[src/rtl/fpm_pkg.sv]
package fpm_pkg;
  typedef enum logic [3:0] {
    ST_IDLE,   // row strobe high, page closed
    ST_ROW,    // row strobe falls, row address on the bus
    ST_RCD,    // column address on the bus, waiting for RAS-to-CAS delay
    ST_CADR,   // page hit: new column address set up
    ST_COL,    // column strobe low
    ST_OPEN,   // page open, column strobe high
    ST_PRE,    // row precharge
    ST_REFC,   // refresh: column strobe low ahead of row strobe
    ST_REFR    // refresh: both strobes low
  } fpm_state_e;
endpackage

[src/rtl/fpm_refresh_timer.sv]
module fpm_refresh_timer #(
  parameter int PERIOD = 1560
) (
  input  logic clk,
  input  logic rst_n,
  output logic tick
);
  localparam int W = $clog2(PERIOD + 1);
  logic [W-1:0] cnt;

  always_ff @(posedge clk) begin
    if (!rst_n) begin
      cnt  <= W'(PERIOD - 1);
      tick <= 1'b0;
    end else begin
      tick <= (cnt == '0);
      cnt  <= (cnt == '0) ? W'(PERIOD - 1) : cnt - 1'b1;
    end
  end
endmodule

[src/rtl/fpm_page_guard.sv]
module fpm_page_guard #(
  parameter int ROW_W   = 10,
  parameter int RAS_MAX = 40,
  parameter int LIMIT   = 33
) (
  input  logic             clk,
  input  logic             rst_n,
  input  logic             ras_low,
  input  logic             load,
  input  logic [ROW_W-1:0] row_in,
  input  logic [ROW_W-1:0] req_row,
  output logic [ROW_W-1:0] open_row,
  output logic             hit,
  output logic             expired
);
  localparam int W = $clog2(RAS_MAX + 2);
  logic [W-1:0] low_cnt;

  always_ff @(posedge clk) begin
    if (!rst_n) begin
      low_cnt  <= '0;
      open_row <= '0;
    end else begin
      if (!ras_low)                     low_cnt <= '0;
      else if (low_cnt != W'(RAS_MAX))  low_cnt <= low_cnt + 1'b1;
      if (load) open_row <= row_in;
    end
  end

  assign hit     = (req_row == open_row);
  assign expired = (low_cnt >= W'(LIMIT));
endmodule

[src/rtl/fpm_ctrl.sv]
module fpm_ctrl
  import fpm_pkg::*;
#(
  parameter int ROW_W     = 10,
  parameter int COL_W     = 9,
  parameter int DQ_W      = 8,
  parameter int T_RCD     = 3,
  parameter int T_CAS     = 4,
  parameter int T_CP      = 2,
  parameter int T_RP      = 5,
  parameter int T_RC      = 13,
  parameter int T_RAS_MAX = 40,
  parameter int T_REF     = 1560
) (
  input  logic                   clk,
  input  logic                   rst_n,
  input  logic                   req_valid,
  output logic                   req_ready,
  input  logic                   req_write,
  input  logic [ROW_W+COL_W-1:0] req_addr,
  input  logic [DQ_W-1:0]        req_wdata,
  output logic                   rd_valid,
  output logic [DQ_W-1:0]        rd_data,
  output logic                   dram_ras_n,
  output logic                   dram_cas_n,
  output logic                   dram_we_n,
  output logic                   dram_oe_n,
  output logic [ROW_W-1:0]       dram_a,
  output logic [DQ_W-1:0]        dram_dq_out,
  output logic                   dram_dq_drive,
  input  logic [DQ_W-1:0]        dram_dq_in
);
  localparam int T_REFR     = T_RCD + T_CAS;
  localparam int PAGE_LIMIT = T_RAS_MAX - T_CAS - T_CP - 1;
  localparam int CNT_W      = $clog2(T_REFR + T_RP + T_CP + T_RCD + 2);
  localparam int RC_W       = $clog2(T_RC + 1);

  fpm_state_e       state;
  logic [CNT_W-1:0] cnt;
  logic [RC_W-1:0]  rc_cnt;
  logic [COL_W-1:0] col_q;
  logic             wr_q;
  logic [DQ_W-1:0]  wd_q;
  logic             ref_pend;
  logic             tick, hit, expired, ras_low, accept, rc_ok, cnt_done;
  logic [ROW_W-1:0] open_row;
  logic [ROW_W-1:0] req_row;
  logic [COL_W-1:0] req_col;

  assign req_row  = req_addr[ROW_W+COL_W-1:COL_W];
  assign req_col  = req_addr[COL_W-1:0];
  assign rc_ok    = (rc_cnt == '0);
  assign cnt_done = (cnt == '0);
  assign ras_low  = state inside {ST_ROW, ST_RCD, ST_CADR, ST_COL, ST_OPEN, ST_REFR};

  assign req_ready = !ref_pend &&
                     ((state == ST_IDLE && rc_ok) ||
                      (state == ST_OPEN && cnt_done && !expired && hit));
  assign accept    = req_valid && req_ready;

  fpm_refresh_timer #(.PERIOD(T_REF)) u_ref (
    .clk(clk), .rst_n(rst_n), .tick(tick)
  );

  fpm_page_guard #(.ROW_W(ROW_W), .RAS_MAX(T_RAS_MAX), .LIMIT(PAGE_LIMIT)) u_page (
    .clk(clk), .rst_n(rst_n), .ras_low(ras_low),
    .load(state == ST_IDLE && accept), .row_in(req_row), .req_row(req_row),
    .open_row(open_row), .hit(hit), .expired(expired)
  );

  always_ff @(posedge clk) begin
    if (!rst_n) begin
      state    <= ST_IDLE;
      cnt      <= '0;
      rc_cnt   <= '0;
      col_q    <= '0;
      wr_q     <= 1'b0;
      wd_q     <= '0;
      ref_pend <= 1'b0;
      rd_valid <= 1'b0;
      rd_data  <= '0;
    end else begin
      rd_valid <= 1'b0;
      if (!rc_ok) rc_cnt <= rc_cnt - 1'b1;
      case (state)
        ST_IDLE: begin
          if (ref_pend && rc_ok) begin
            state    <= ST_REFC;
            ref_pend <= 1'b0;
          end else if (accept) begin
            state  <= ST_ROW;
            col_q  <= req_col;
            wr_q   <= req_write;
            wd_q   <= req_wdata;
            rc_cnt <= RC_W'(T_RC - 1);
          end
        end
        ST_ROW: begin
          state <= ST_RCD;
          cnt   <= CNT_W'(T_RCD - 2);
        end
        ST_RCD: begin
          if (cnt_done) begin
            state <= ST_COL;
            cnt   <= CNT_W'(T_CAS - 1);
          end else cnt <= cnt - 1'b1;
        end
        ST_CADR: begin
          state <= ST_COL;
          cnt   <= CNT_W'(T_CAS - 1);
        end
        ST_COL: begin
          if (cnt_done) begin
            state <= ST_OPEN;
            cnt   <= CNT_W'(T_CP - 1);
            if (!wr_q) begin
              rd_valid <= 1'b1;
              rd_data  <= dram_dq_in;
            end
          end else cnt <= cnt - 1'b1;
        end
        ST_OPEN: begin
          if (!cnt_done) cnt <= cnt - 1'b1;
          else if (ref_pend || expired || (req_valid && !hit)) begin
            state <= ST_PRE;
            cnt   <= CNT_W'(T_RP - 1);
          end else if (accept) begin
            state <= ST_CADR;
            col_q <= req_col;
            wr_q  <= req_write;
            wd_q  <= req_wdata;
          end
        end
        ST_PRE: begin
          if (cnt_done) state <= ST_IDLE;
          else cnt <= cnt - 1'b1;
        end
        ST_REFC: begin
          state  <= ST_REFR;
          cnt    <= CNT_W'(T_REFR - 1);
          rc_cnt <= RC_W'(T_RC - 1);
          wr_q   <= 1'b0;
        end
        ST_REFR: begin
          if (cnt_done) begin
            state <= ST_PRE;
            cnt   <= CNT_W'(T_RP - 1);
          end else cnt <= cnt - 1'b1;
        end
        default: state <= ST_IDLE;
      endcase
      if (tick) ref_pend <= 1'b1;
    end
  end

  assign dram_ras_n    = !ras_low;
  assign dram_cas_n    = !(state inside {ST_COL, ST_REFC, ST_REFR});
  assign dram_dq_drive = wr_q && (state inside {ST_RCD, ST_CADR, ST_COL});
  assign dram_we_n     = !dram_dq_drive;
  assign dram_oe_n     = !(!wr_q && state == ST_COL);
  assign dram_dq_out   = wd_q;
  assign dram_a        = (state == ST_ROW) ? open_row : ROW_W'(col_q);
endmodule

[config.mk]
export PLATFORM = sky130hd
export DESIGN_NAME = fpm_ctrl
export DESIGN_NICKNAME = d
export VERILOG_FILES = /design/src/rtl/fpm_pkg.sv /design/src/rtl/fpm_refresh_timer.sv /design/src/rtl/fpm_page_guard.sv /design/src/rtl/fpm_ctrl.sv
export SDC_FILE = /design/constraint.sdc
export NUM_CORES = 1
export LEC_CHECK = 0
export ABC_CLOCK_PERIOD_IN_PS = 2650
export BUFFER_PORTS_ARGS = -buffer_cell sky130_fd_sc_hd__buf_2
export CORE_MARGIN = 4
export CORE_UTILIZATION = 50
export CTS_CLUSTER_SIZE = 12
export DETAILED_ROUTE_END_ITERATION = 8
export PLACE_DENSITY = 0.87
export SLEW_MARGIN = 20
export SYNTH_ARGS = -nofsm -noshare
export SYNTH_HDL_FRONTEND = slang
export SYNTH_SLANG_ARGS = --single-unit
export TNS_END_PERCENT = 20
[constraint.sdc]
create_clock -name clk -period 2.65 [get_ports clk]
set_input_delay 0.1325 -clock clk [delete_from_list [all_inputs] [get_ports clk]]
set_output_delay 0.1325 -clock clk [all_outputs]
set_load 0.02 [all_outputs]
==> flow_metrics.env <==
export IMPL_status="finished, final reports clean"
export IMPL_cts_resized=0
export IMPL_final_cell_mix="buf_2 (71), dfxtp_1 (69), nor2b_1 (41), mux2i_1 (39), nor2_1 (32)"
export IMPL_rsz0062_at_grt="false"
export IMPL_route_detailed_drc=0
export IMPL_fin_crit_sh=0.9491
export IMPL_rows=30
export IMPL_die_w_um=92.53
export IMPL_syn_cell_area_um2=3572
export IMPL_post_cts_setup_buffer_count=0
export IMPL_layout_drive_gt1_share=0.2527
export IMPL_wl_per_cell_um=14.13
export IMPL_cp_max_fo=13
export IMPL_hold_class="in -> reg"
export IMPL_finalHoldViolations=0
export IMPL_dieArea_um2=8561
export IMPL_max_freq_mhz=397.6
export IMPL_hold_depth=3
export IMPL_grt_max_degree=38
export IMPL_clockRootBuffer="clkbuf_8"
export IMPL_r2r_end="u_page.open_row[7]"
export IMPL_fp_dieH_um=92.53
export IMPL_ir_drop_mv=0.4776
export IMPL_reg2reg_from="cnt[0]"
export IMPL_cp_num_cells=9
export IMPL_cts_clk_slew_worst_paths_ps=80
export IMPL_totalWireLength_um=7953
export IMPL_ys_seq_area_frac=0.3867
export IMPL_port_buffers=71
export IMPL_end_kind="flip-flop"
export IMPL_syn_area_per_cell_um2=9.207
export IMPL_ys_seq_elements=69
export IMPL_final_setup_tns_ps=0
export IMPL_cts_htree_levels=3
export IMPL_numCtsBuffers=9
export IMPL_setup_viol=0
export IMPL_nFillCells=555
export IMPL_cts_hold_buf=0
export IMPL_path_buf_inv=2
export IMPL_multi_input_area_um2=2076
export IMPL_grt_remaining_overflow=0
export IMPL_netlist_instances=388
export IMPL_synthArstFlopShare=0
export IMPL_mostFrequentLayoutCell="buf_2"
export IMPL_grtUsageTotal=0.1899
export IMPL_path_cells="inv_1, ha_1, or4b_4, nor4_4, nand4_4, a211oi_4, buf_12, mux2i_1, nor2b_1"
export IMPL_yosysUniqueCellTypes=56
export IMPL_vias_per_cell=5.286
export IMPL_final_net_count=510
export IMPL_p_leak_uw=0.001753
export IMPL_min_to="col_q[3]"
export IMPL_worst_setup_path_start_kind="flip-flop"
export IMPL_r2r_slack_ps=140
export IMPL_first_pass_iters=4
export IMPL_first_iter_violations=176
export IMPL_areaGrowthSynthToFinish_pct=21.47
export IMPL_yosysWarnings=0
export IMPL_cp_required_ps=2890
export IMPL_tritoncts="built"
export IMPL_utilization=0.6317
export IMPL_core_um2=6869
export IMPL_diodes=0
export IMPL_clock_sinks=69
export IMPL_grt_pass1_wl_um=13320
export IMPL_p_per_area_nw_per_um2=922.9
export IMPL_worst_ep_arrival_time_ps=2750
export IMPL_crit_path_max_incr_delay_ps=540
export IMPL_tightest_slew_ps=615.5
export IMPL_vias=2976
export IMPL_holdCritStartpoint="req_addr[3]"
export IMPL_max_slew_margin_rel=0.5859
export IMPL_drtAntennaViolNets=0
export IMPL_clk_latency_ps=350
export IMPL_r2r_cells=9
export IMPL_drv_cap=0
export IMPL_synth_edf_count=0
export IMPL_top_level_ports=72
export IMPL_grt_antenna_before_repair=0
export IMPL_crit_slowest_cell="or4b_4"
export IMPL_grt_pass1_vias=3010
export IMPL_seqCellArea_um2=1381
export IMPL_cp_top_family="simple AND/OR/NAND/NOR gates"
export IMPL_finalCriticalPeriod_ps=2515
export IMPL_place_congestion=0.8756
export IMPL_start_util=0.5200
export IMPL_syn_num_nets=436
export IMPL_final_max_slew_viol_count=0
export IMPL_finClkSkew_ps=5.703
export IMPL_path_class="reg -> reg"
export IMPL_synth_ff_type="dfxtp_1"
export IMPL_hpwl_um=5599
export IMPL_clockBufferDepth=2
## synth_stat cells (3+ instances only)
cell      number  area, um2
a21oi_1       13      65.06
a31oi_1        3      18.77
and2_1         4      25.02
clkbuf_1      15      56.30
dfxtp_1       69       1381
ha_1           9      112.6
inv_1         11      41.29
mux2_2         9      101.4
mux2i_1       39      390.4
nand2_1       23      86.33
nand2b_1       8      50.05
nand3_1        3      15.01
nand4_1        3      18.77
nor2_1        32      120.1
nor2b_1       41      256.5
nor3_1         7      35.03
nor4_1         6      37.54
o21a_1         4      30.03
o21ai_0       15      75.07
or3_1          5      31.28
or4_1          3      22.52
xnor2_1       10      87.58
xor2_1        16      140.1
## where the power goes
group          switching, uW  total (uW)  internal, uW  leakage [uW]
Clock                    405        1080           678      0.000126
Combinational            912        1610           698       0.00107
Sequential               117        1310          1190      0.000561
Total                   1440        4000          2570       0.00175
## metal layers
layer,up-vias,share of wire,global-route usage
met5,-,0,0
met4,0,0.015,0.06312
met2,108,0.48,0.3118
met1,1370,0.43,0.2321
li1,1487,-,-
met3,11,0.070,0.06580
## worst register-to-register path, delay by kind of cell, from the launching register on
kind	cells	cell delay, ps
adders and majority gates	1	170
AOI/OAI and AO/OA	1	300
DFF	1	350
buffers and inverters	2	300
and+or+nand+nor	4	1080
muxes	1	200
## cells by family after synthesis
logic type,Yosys count,synth area share
buf+inv,30,0.03888
xor+xnor,26,0.06375
fa+ha+maj,9,0.03152
mux,48,0.1377
simple gates,149,0.2347
flops,69,0.3867
compound gates,57,0.1068
## registers in the layout, indices dropped and copies added (netlist names)
signal / count
ref_pend: 1
dram_dq_out: 8
u_page.open_row: 10
rd_data: 8
u_page.low_cnt: 6
u_ref.cnt: 11
col_q: 9
wr_q: 1
state: 4
rd_valid: 1
cnt: 5
u_ref.tick: 1
rc_cnt: 4
## per-stage QoR
| stage | worst slack [ps] | std cells | instance area [um2] | power (uW) | hold WS (ps) |
|---|---|---|---|---|---|
| floorplan | 190.7 | 388 | 3572 | 2500 | 279.7 |
| global placement | 191.2 | 547 | 4058 | 2834 | 376.3 |
| detailed placement | 76.42 | 547 | 4058 | 2895 | 391.5 |
| CTS | 13.96 | 563 | 4315 | 3995 | 23.28 |
| global route | 27.76 | 563 | 4339 | 4229 | 44.76 |
| finish | 135.0 | 563 | 4339 | 4005 | 41.52 |
## how the worst max path moves through the flow
stage                            startpoint                  to  slack, ps
after detailed placement  u_page.low_cnt[1]  u_page.open_row[0]         80
final                                cnt[0]  u_page.open_row[7]        140
after global placement    u_page.low_cnt[1]  u_page.open_row[8]        190
after CTS                 u_page.low_cnt[1]           req_ready         10
after global routing                 cnt[0]  u_page.open_row[3]         30
after floorplan           u_page.low_cnt[1]  u_page.open_row[2]        190
## area by class of cell
| class | count | area share |
|---|---|---|
| inverter | 11 | 0.009516 |
| clock buffer | 11 | 0.03489 |
| clock inverter | 5 | 0.02451 |
| timing repair buffer | 82 | 0.1067 |
| tap | 96 | 0.02768 |
| multi-input combinational | 289 | 0.4784 |
| sequential | 69 | 0.3183 |
(Power assumes the default switching activity.)
